$ cat src/rtl/sdac_front.sv
module sdac_front #(
  parameter int WIDTH       = 16,
  parameter int SEG_BITS    = 4,
  parameter int SYNC_STAGES = 2
) (
  input  logic                       clk,
  input  logic                       rst_n,
  input  logic                       ser_clk,
  input  logic                       ser_dat,
  input  logic                       frame_n,
  input  logic                       load_n,
  input  logic                       zero_n,
  output logic [WIDTH-1:0]           dac_code,
  output logic [(2**SEG_BITS)-2:0]   seg_en,
  output logic [WIDTH-SEG_BITS-1:0]  ladder_sw,
  output logic                       dac_update
);
  localparam int SEGS = (2**SEG_BITS) - 1;
  localparam int NPIN = 5;
  localparam logic [NPIN-1:0] IDLE = 5'b11100;

  logic [NPIN-1:0] pins;
  logic [NPIN-1:0] sync_q [SYNC_STAGES];
  logic [NPIN-1:0] lvl, prev_q;

  assign pins = {zero_n, load_n, frame_n, ser_dat, ser_clk};

  for (genvar g = 0; g < SYNC_STAGES; g++) begin : g_sync
    if (g == 0) begin : g_first
      always_ff @(posedge clk or negedge rst_n)
        if (!rst_n) sync_q[g] <= IDLE;
        else        sync_q[g] <= pins;
    end else begin : g_next
      always_ff @(posedge clk or negedge rst_n)
        if (!rst_n) sync_q[g] <= IDLE;
        else        sync_q[g] <= sync_q[g-1];
    end
  end

  assign lvl = sync_q[SYNC_STAGES-1];

  always_ff @(posedge clk or negedge rst_n)
    if (!rst_n) prev_q <= IDLE;
    else        prev_q <= lvl;

  logic sclk_rise, cs_rise, ld_fall, clr_fall, clr_lvl, clr_prev, ld_lvl;
  logic shift_en, xfer;

  assign sclk_rise = lvl[0] & ~prev_q[0];
  assign cs_rise   = lvl[2] & ~prev_q[2];
  assign ld_fall   = ~lvl[3] & prev_q[3];
  assign clr_fall  = ~lvl[4] & prev_q[4];
  assign clr_lvl   = lvl[4];
  assign clr_prev  = prev_q[4];
  assign ld_lvl    = lvl[3];
  assign shift_en  = sclk_rise & ~lvl[2];
  assign xfer      = clr_lvl & ((cs_rise & ~ld_lvl) | ld_fall);

  logic [WIDTH-1:0] shift_q;

  always_ff @(posedge clk)
    if (clr_fall)      shift_q <= '0;
    else if (shift_en) shift_q <= {shift_q[WIDTH-2:0], lvl[1]};

  always_ff @(posedge clk or negedge rst_n)
    if (!rst_n) begin
      dac_code   <= '0;
      dac_update <= 1'b0;
    end else begin
      dac_update <= clr_fall | xfer;
      if (clr_fall)  dac_code <= '0;
      else if (xfer) dac_code <= shift_q;
    end

  for (genvar i = 0; i < SEGS; i++) begin : g_seg
    assign seg_en[i] = int'(dac_code[WIDTH-1 -: SEG_BITS]) > i;
  end

  assign ladder_sw = dac_code[WIDTH-SEG_BITS-1:0];
endmodule

$ cat config.mk
export PLATFORM = sky130hd
export DESIGN_NAME = sdac_front
export DESIGN_NICKNAME = d
export VERILOG_FILES = /design/src/rtl/sdac_front.sv
export SDC_FILE = /design/constraint.sdc
export NUM_CORES = 1
export LEC_CHECK = 0
export BUFFER_PORTS_ARGS = -buffer_cell sky130_fd_sc_hd__buf_2
export CAP_MARGIN = 20
export CORE_MARGIN = 2
export CORE_UTILIZATION = 30
export DETAILED_ROUTE_END_ITERATION = 16
export GPL_ROUTABILITY_DRIVEN = 0
export GPL_TIMING_DRIVEN = 0
export PLACE_DENSITY_LB_ADDON = 0.15
export SETUP_SLACK_MARGIN = 0.02
export SLEW_MARGIN = 10
export SYNTH_ARGS = -nofsm -noshare
export SYNTH_HDL_FRONTEND = slang
export SYNTH_SLANG_ARGS = --single-unit
$ cat constraint.sdc
create_clock -name clk -period 1.6 [get_ports clk]
set_input_delay 0.08 -clock clk [delete_from_list [all_inputs] [get_ports clk]]
set_output_delay 0.08 -clock clk [all_outputs]
set_load 0.01 [all_outputs]
After elaboration in Yosys (flattened, before gate mapping)
Cells that the tools add are included.

Flip-flop bits (word level): 48. Input port bits: 7. Output and inout port bits: 44. Logic and storage cells: 38.

$lt $le $gt $ge: 15. Multiplexer cells: 2. Bitwise logic cells: 14. Reductions and logical operators: 1.

Operators by type and width (count): $mux W16 (2); $gt A4 B4 Y1 const B (7); $gt A4 B3 Y1 const B (4); $gt A4 B1 Y1 const B (2); $gt A4 B2 Y1 const B (2); $and A1 B1 Y1 (7); $not A1 Y1 (5); $or A1 B1 Y1 (2); $reduce_bool A2 Y1 (1).

Logic depth before layout (Yosys ltp)
Gate-level depths: netlist of the first run.

Depth in word-level cells: 7. Depth in mapped cells: 5. Depth with buffers taken out: 3.

Worst setup path after synthesis of the first run
Ideal clock, no wire load.

Kind: reg2reg. Start: register prev_q[2]. End: register dac_code[0]. Setup time: 0.079 ns. Arrival: 1.247 ns. Required time: 1.521 ns. Slack: 0.274 ns. Cell stages (with the launch flop): 6. Buffers on the path: 2. Clock period less this slack: 1.326 ns. Path through: dfstp_2 > and2b_1 > o21ai_2 > buf_6 > buf_6 > mux2i_1.

Cells in the longest elaborated chain, start to end: 6.

RTL lines: start, declared (line 24) `logic [NPIN-1:0] lvl, prev_q;`; start signal, assigned (line 44) `else prev_q <= lvl;`; $not A1 Y1 (line 50) `assign cs_rise = lvl[2] & ~prev_q[2];`; $and A1 B1 Y1 (line 50); $and A1 B1 Y1 (line 57) `assign xfer = clr_lvl & ((cs_rise & ~ld_lvl) | ld_fall);`; $or A1 B1 Y1 (line 57); $and A1 B1 Y1 (line 57); $reduce_bool A2 Y1 (no line); end signal, assigned (line 72) `else if (xfer) dac_code <= shift_q;`; end, declared (line 13) `output logic [WIDTH-1:0] dac_code,`.

No other way between the ends. A chain may end at the register's enable or synchronous reset.

Worst setup path after layout of the first run
Start: register dac_code[13]. End: output port seg_en[6].

Cells in the longest elaborated chain, start to end: 1.

RTL lines: $gt A4 B3 Y1 (line 76) `assign seg_en[i] = int'(dac_code[WIDTH-1 -: SEG_BITS]) > i;`; end, declared (line 14) `output logic [(2**SEG_BITS)-2:0] seg_en,`.

No other way between the ends.

==> flow_metrics.py, run 1 <==
metrics = {
    "layout": {
        "diodes": 0,
        "final_common_cell": "buf_2",
        "fillCellCount": 656,
        "final_util_pct": 39.3,
        "layout.nets": 265,
        "final_cell_mix": "buf_2, nand2_1, dfrtp_1, inv_1, a21oi_1",
        "syn_to_final_growth_pct": 27.9,
        "drive_gt1_share_pct": 35.9,
    },
    "die": {
        "ios": 51,
        "die_area_mm2": 0.00712,
        "rows": 29,
        "core_area_mm2": 0.00631,
        "initial_core_util_pct": 30.7,
        "die_y_um": 84.4,
        "chipWidth_um": 84.4,
    },
    "detailed_routing": {
        "vias_per_cell": 4.16,
        "num_vias": 1397,
        "wire_per_inst_um": 10.6,
        "drt-initial-drc-count": 67,
        "ant_nets": 0,
        "firstDrtPassIters": 4,
        "drc_errors": 0,
        "routed_wl_um": 3580,
    },
    "timing": {
        "drv_slew": 0,
        "setup_viol": 0,
        "hold_viol": 0,
        "tightest_slew_ns": 0.700,
        "fin_skew_ns": 0.0118,
        "rsz0062_at_grt": "no",
        "tns_ns": 0,
        "period_share_pct": 92.0,
        "slew_headroom_pct": 53.3,
        "fmax_mhz": 679,
        "period_minus_slack_ns": 1.47,
    },
    "clock_network": {
        "clk-insertion-delay-late_ns": 0.31,
        "htreeDepth": 2,
        "clk_path_buf_depth": 2,
        "cts_tree": "done",
        "numCtsBuffers": 5,
        "cts.sinks": 47,
        "clk_pin_slew_ns": 0.09,
        "cts-root-buf": "clkbuf_8",
        "post-cts-setup-buffer-count": 0,
    },
    "setup_path": {
        "cp_cell_sequence": "clkbuf_1, a21o_1, o21a_1, buf_2",
        "end_kind": "primary output",
        "cp-start-kind": "flip-flop",
        "crit_type": "flip-flop to primary output",
        "worstSetupStartpoint": "dac_code[13]$_DFFE_PN0P_",
        "cp.arrival_ns": 1.39,
        "crit_required_ns": 1.52,
        "reg2reg_from": "prev_q[2]$_DFF_PN1_",
        "critPathSlowestCell": "dfrtp_1",
        "path_max_fanout": 10,
        "slowest_delay_ns": 0.35,
    },
    "global_routing": {
        "globalRouteTotalUtil_pct": 10.7,
        "antenna_found_initial": 0,
        "grt_pass1_wl_um": 6110,
        "grt_start_max_net_pins": 32,
        "grt_pass1_vias": 1325,
        "overflow": 0,
    },
    "power_and_ir_drop": {
        "clockPowerShare_pct": 43.5,
        "switching_share_pct": 20.6,
        "ir_drop_mv": 0.470,
        "total_power_uw": 2380,
        "p_leak_uw": 0.00129,
        "combinationalPowerShare_pct": 4.9,
        "p_seq_share_pct": 51.6,
        "p_int_uw": 1890,
        "power_density_mw_per_mm2": 960,
        "p_sw_uw": 489,
    },
    "run_status": {
        "status": "finished clean",
    },
    "yosys": {
        "synth_cell_types": 26,
        "synthesis.nets": 203,
        "yosys_warnings": 0,
        "synth-seq-cells": 47,
        "synthCells": 196,
        "synth_seq_area_share_pct": 57.1,
        "synth_area_per_cell_um2": 9.89,
        "syn_area_mm2": 0.00194,
    },
    "flow_run": {
        "drv_cap": 0,
    },
    "place": {
        "numPortBuffers": 50,
        "hpwl_um": 2420,
    },
    "min_path": {
        "hp-class": "input pin to async pin",
    },
}
## final timing paths
path,depth (start not counted),endpoint,slack (ns)
worst min register to register,0,lvl[1]$_DFF_PN0_,0.35
min in group clk,0,lvl[1]$_DFF_PN0_,0.35
worst max-delay path,4,seg_en[6],0.13
max in group asynchronous,2,lvl[1]$_DFF_PN0_,0.80
worst max register to register,5,dac_code[0]$_DFFE_PN0P_,0.17
worst min-delay path,2,dac_code[1]$_DFFE_PN0P_,0.35
## power groups by stage
| stage | combinational (µW) | clock (µW) | sequential (µW) |
|---|---|---|---|
| 3_3_place_gp | 107 | 0 | 1250 |
| 3_5_place_dp | 110 | 0 | 1250 |
| 2_1_floorplan | 62.1 | 0 | 1250 |
| 5_1_grt | 130 | 1120 | 1230 |
| 6_report | 116 | 1030 | 1230 |
| 4_1_cts | 121 | 1070 | 1230 |
## cells by family after synthesis
group	after synthesis	share of synthesized area [%]
mux	16	8.26
simple gates	67	15.0
flops	47	57.1
buf+inv	43	12.8
compound gates	23	6.71
## critical path: cells and delay by family, from the launching register on
family                 cells  cell delay [ns]
flip-flops                 1             0.35
AO/OA/AOI/OAI              2             0.30
buffers and inverters      2             0.44
## synth_stat cells (all sizes together)
cell | number | share of area [%]
o21ai | 2 | 0.71
and2b | 1 | 0.39
or3 | 1 | 0.32
dfstp | 9 | 12
nand2 | 53 | 11
nor2b | 3 | 0.97
nor2 | 4 | 0.77
o31a | 1 | 0.45
a21oi | 17 | 4.4
mux2i | 16 | 8.3
and3 | 1 | 0.32
o21a | 2 | 0.77
nor3b | 1 | 0.65
inv | 18 | 3.5
a21o | 1 | 0.39
buf | 20 | 8.3
dfxtp | 16 | 17
clkbuf | 5 | 1.0
nand2b | 2 | 0.65
or3b | 1 | 0.45
dfrtp | 22 | 28
## stage by stage
stage / setup WS, ns / cells / cell area [µm²] / hold WS [ns]
after global routing: 0.0333 / 336 / 2480 / 0.361
after detailed placement: 0.159 / 323 / 2280 / 0.187
after global placement: 0.180 / 323 / 2280 / 0.174
final: 0.128 / 336 / 2480 / 0.348
after CTS: 0.110 / 337 / 2480 / 0.357
after floorplan: 0.274 / 196 / 1940 / -0.216
## sequential cells by signal, indices dropped and copies added, names as in the netlist
name        flops
dac_code       16
shift_q        16
lvl             5
prev_q          4
dac_update      1
sync_q          5
## metal layers
| metal | up-vias | GRT usage [%] | wire, µm |
|---|---|---|---|
| li1 | 716 | - | - |
| met1 | 643 | 12.6 | 1640 |
| met2 | 34 | 18.3 | 1740 |
| met3 | 4 | 2.95 | 149 |
| met4 | 0 | 4.33 | 41 |
| met5 | - | 0 | 0 |
## repair_timing
| action | in CTS | in global routing |
|---|---|---|
| resized for setup | 0 | 2 |
| hold buffers | 6 | 0 |
| endpoints found under the hold margin | 27 | 0 |
| endpoints found under the setup margin | 0 | 3 |
## layout make-up
cell class	count	area [µm²]	area share, %
Tap cell	77	96.3	3.89
Clock inverter	3	67.6	2.73
Inverter	18	67.6	2.73
Multi-Input combinational cell	106	582	23.5
Clock buffer	5	68.8	2.78
Buffer	24	179	7.22
Timing Repair Buffer	56	310	12.5
Sequential cell	47	1110	44.7
Note: power is estimated with default switching activity, not from simulation.
==> run 2, diff against run 1 <==
CORE_ASPECT_RATIO = 1.75   (was unset)
PLACE_DENSITY = 0.54   (was unset)
PLACE_DENSITY_LB_ADDON = unset   (was 0.15)
==> flow_metrics.py, run 2 (same netlist as run 1, synthesis figures left out) <==
metrics = {
    "power_and_ir_drop": {
        "p_leak_uw": 0.00127,
        "clockPowerShare_pct": 38.7,
        "p_seq_share_pct": 56.1,
        "ir_drop_mv": 0.482,
        "power_density_mw_per_mm2": 893,
        "p_int_uw": 1730,
        "combinationalPowerShare_pct": 5.2,
        "p_sw_uw": 457,
        "switching_share_pct": 20.8,
    },
    "layout": {
        "final_util_pct": 39.4,
        "multi_input_area_um2": 582,
        "final_cell_area_mm2": 0.00245,
        "layout.nets": 265,
        "diodes": 0,
        "drive_gt1_share_pct": 35.1,
        "fillCellCount": 644,
        "syn_to_final_growth_pct": 26.5,
        "regArea_mm2": 0.00111,
        "reg_top3": "dac_code (16), shift_q (16)",
        "final_common_cell": "buf_2",
        "final_cell_mix": "buf_2, nand2_1, dfrtp_1, inv_1, a21oi_1",
    },
    "timing": {
        "fmax_mhz": 688,
        "slew_headroom_pct": 54.9,
        "period_minus_slack_ns": 1.45,
        "setup_viol": 0,
        "tns_ns": 0,
        "tightest_slew_ns": 0.677,
        "hold_viol": 0,
        "hold_ws_ns": 0.339,
        "rsz0062_at_grt": "no",
        "final.setup.worst_slack_ns": 0.147,
        "period_share_pct": 90.8,
        "drv_slew": 0,
        "fin_skew_ns": 0.0146,
    },
    "detailed_routing": {
        "num_vias": 1409,
        "wire_per_inst_um": 10.4,
        "routed_wl_um": 3540,
        "vias_per_cell": 4.16,
        "drt-initial-drc-count": 54,
        "firstDrtPassIters": 4,
        "ant_nets": 0,
        "drc_errors": 0,
    },
    "global_routing": {
        "grt_start_max_net_pins": 32,
        "antenna_found_initial": 0,
        "overflow": 0,
        "globalRouteTotalUtil_pct": 11.1,
        "grt_pass1_wl_um": 6130,
        "grt_pass1_vias": 1354,
    },
    "clock_network": {
        "clk_pin_slew_ns": 0.09,
        "clk-insertion-delay-late_ns": 0.30,
        "post-cts-setup-buffer-count": 0,
        "numCtsBuffers": 5,
        "clk_path_buf_depth": 2,
        "cts-root-buf": "clkbuf_8",
        "htreeDepth": 2,
        "cts_tree": "done",
        "cts.sinks": 47,
    },
    "setup_path": {
        "r2r-end": "dac_code[0]$_DFFE_PN0P_",
        "path_max_fanout": 10,
        "crit_required_ns": 1.52,
        "ff2ff_path_depth": 5,
        "crit_type": "flip-flop to primary output",
        "rrSetupSlack_ns": 0.16,
        "cp-start-kind": "flip-flop",
        "reg2reg_from": "prev_q[2]$_DFF_PN1_",
        "end_kind": "primary output",
        "cp.arrival_ns": 1.37,
    },
    "die": {
        "ios": 51,
        "die_y_um": 110,
        "rows": 38,
        "chipWidth_um": 64.8,
        "core_area_mm2": 0.00623,
        "die_area_mm2": 0.00714,
        "initial_core_util_pct": 31.1,
    },
    "place": {
        "hpwl_um": 2590,
        "place_ws_ns": 0.157,
        "numPortBuffers": 50,
        "dpl_cell_area_mm2": 0.00229,
    },
    "min_path": {
        "hp-class": "input pin to async pin",
    },
    "run_status": {
        "status": "finished clean",
    },
    "flow_run": {
        "drv_cap": 0,
    },
}
run 2: cell types whose count changed in the layout (fill, tap and decap cells not counted):
cell,delta
clkinvlp_4,-1
clkbuf_1,+2
bufinv_16,-1
run 2: power groups by stage:
stage          combinational (µW)  sequential (µW)  clock [µW]
6_report                      114             1230         848
5_1_grt                       129             1230         922
3_5_place_dp                  108             1250           0
4_1_cts                       119             1230         878
2_1_floorplan                62.1             1250           0
3_3_place_gp                  107             1250           0
run 2: how the worst max path moves through the flow:
stage                                   startpoint                      end  slack (ns)  depth (start not counted)
after floorplan                prev_q[2]$_DFF_PN1_  dac_code[0]$_DFFE_PN0P_        0.27                          5
after global placement         prev_q[2]$_DFF_PN1_  dac_code[8]$_DFFE_PN0P_        0.19                          5
after detailed placement       prev_q[2]$_DFF_PN1_  dac_code[8]$_DFFE_PN0P_        0.16                          5
after CTS                 dac_code[15]$_DFFE_PN0P_               seg_en[14]        0.08                          4
after global routing      dac_code[14]$_DFFE_PN0P_                seg_en[6]        0.03                          4
final                     dac_code[14]$_DFFE_PN0P_                seg_en[1]        0.15                          3
run 2: routing by layer:
| layer | track usage [%] | share of wire (%) | vias up |
|---|---|---|---|
| met5 | 0 | 0 | - |
| met4 | 5.93 | 2.5 | 0 |
| met3 | 2.54 | 4.0 | 8 |
| met2 | 20.5 | 54 | 37 |
| met1 | 11.4 | 39 | 643 |
| li1 | - | - | 721 |
run 2: per-stage QoR:
step / instances / total power, µW
2_1_floorplan: 196 / 1310
3_3_place_gp: 326 / 1360
3_5_place_dp: 326 / 1360
4_1_cts: 340 / 2230
5_1_grt: 339 / 2280
6_report: 339 / 2190
run 2: area by class of cell:
class                   count  share of cell area, %
well taps                  80                   4.08
plain buffers              24                   7.30
flip-flops and latches     47                   45.2
inverters                  18                   2.76
clock buffers               7                   3.11
repair buffers             56                   12.7
clock inverters             1                   1.22
multi-input cells         106                   23.7
run 2: repair_timing:
| action | CTS | global route |
|---|---|---|
| hold buffers | 6 | 0 |
| resized for setup | 0 | 2 |
| hold endpoints to repair | 27 | 0 |
| endpoints found under the setup margin | 0 | 3 |
run 2: worst max-delay path: stages (launching register included):
cell	delay, ns
dfrtp_1	0.38
clkbuf_1	0.19
or3_1	0.37
buf_2	0.14
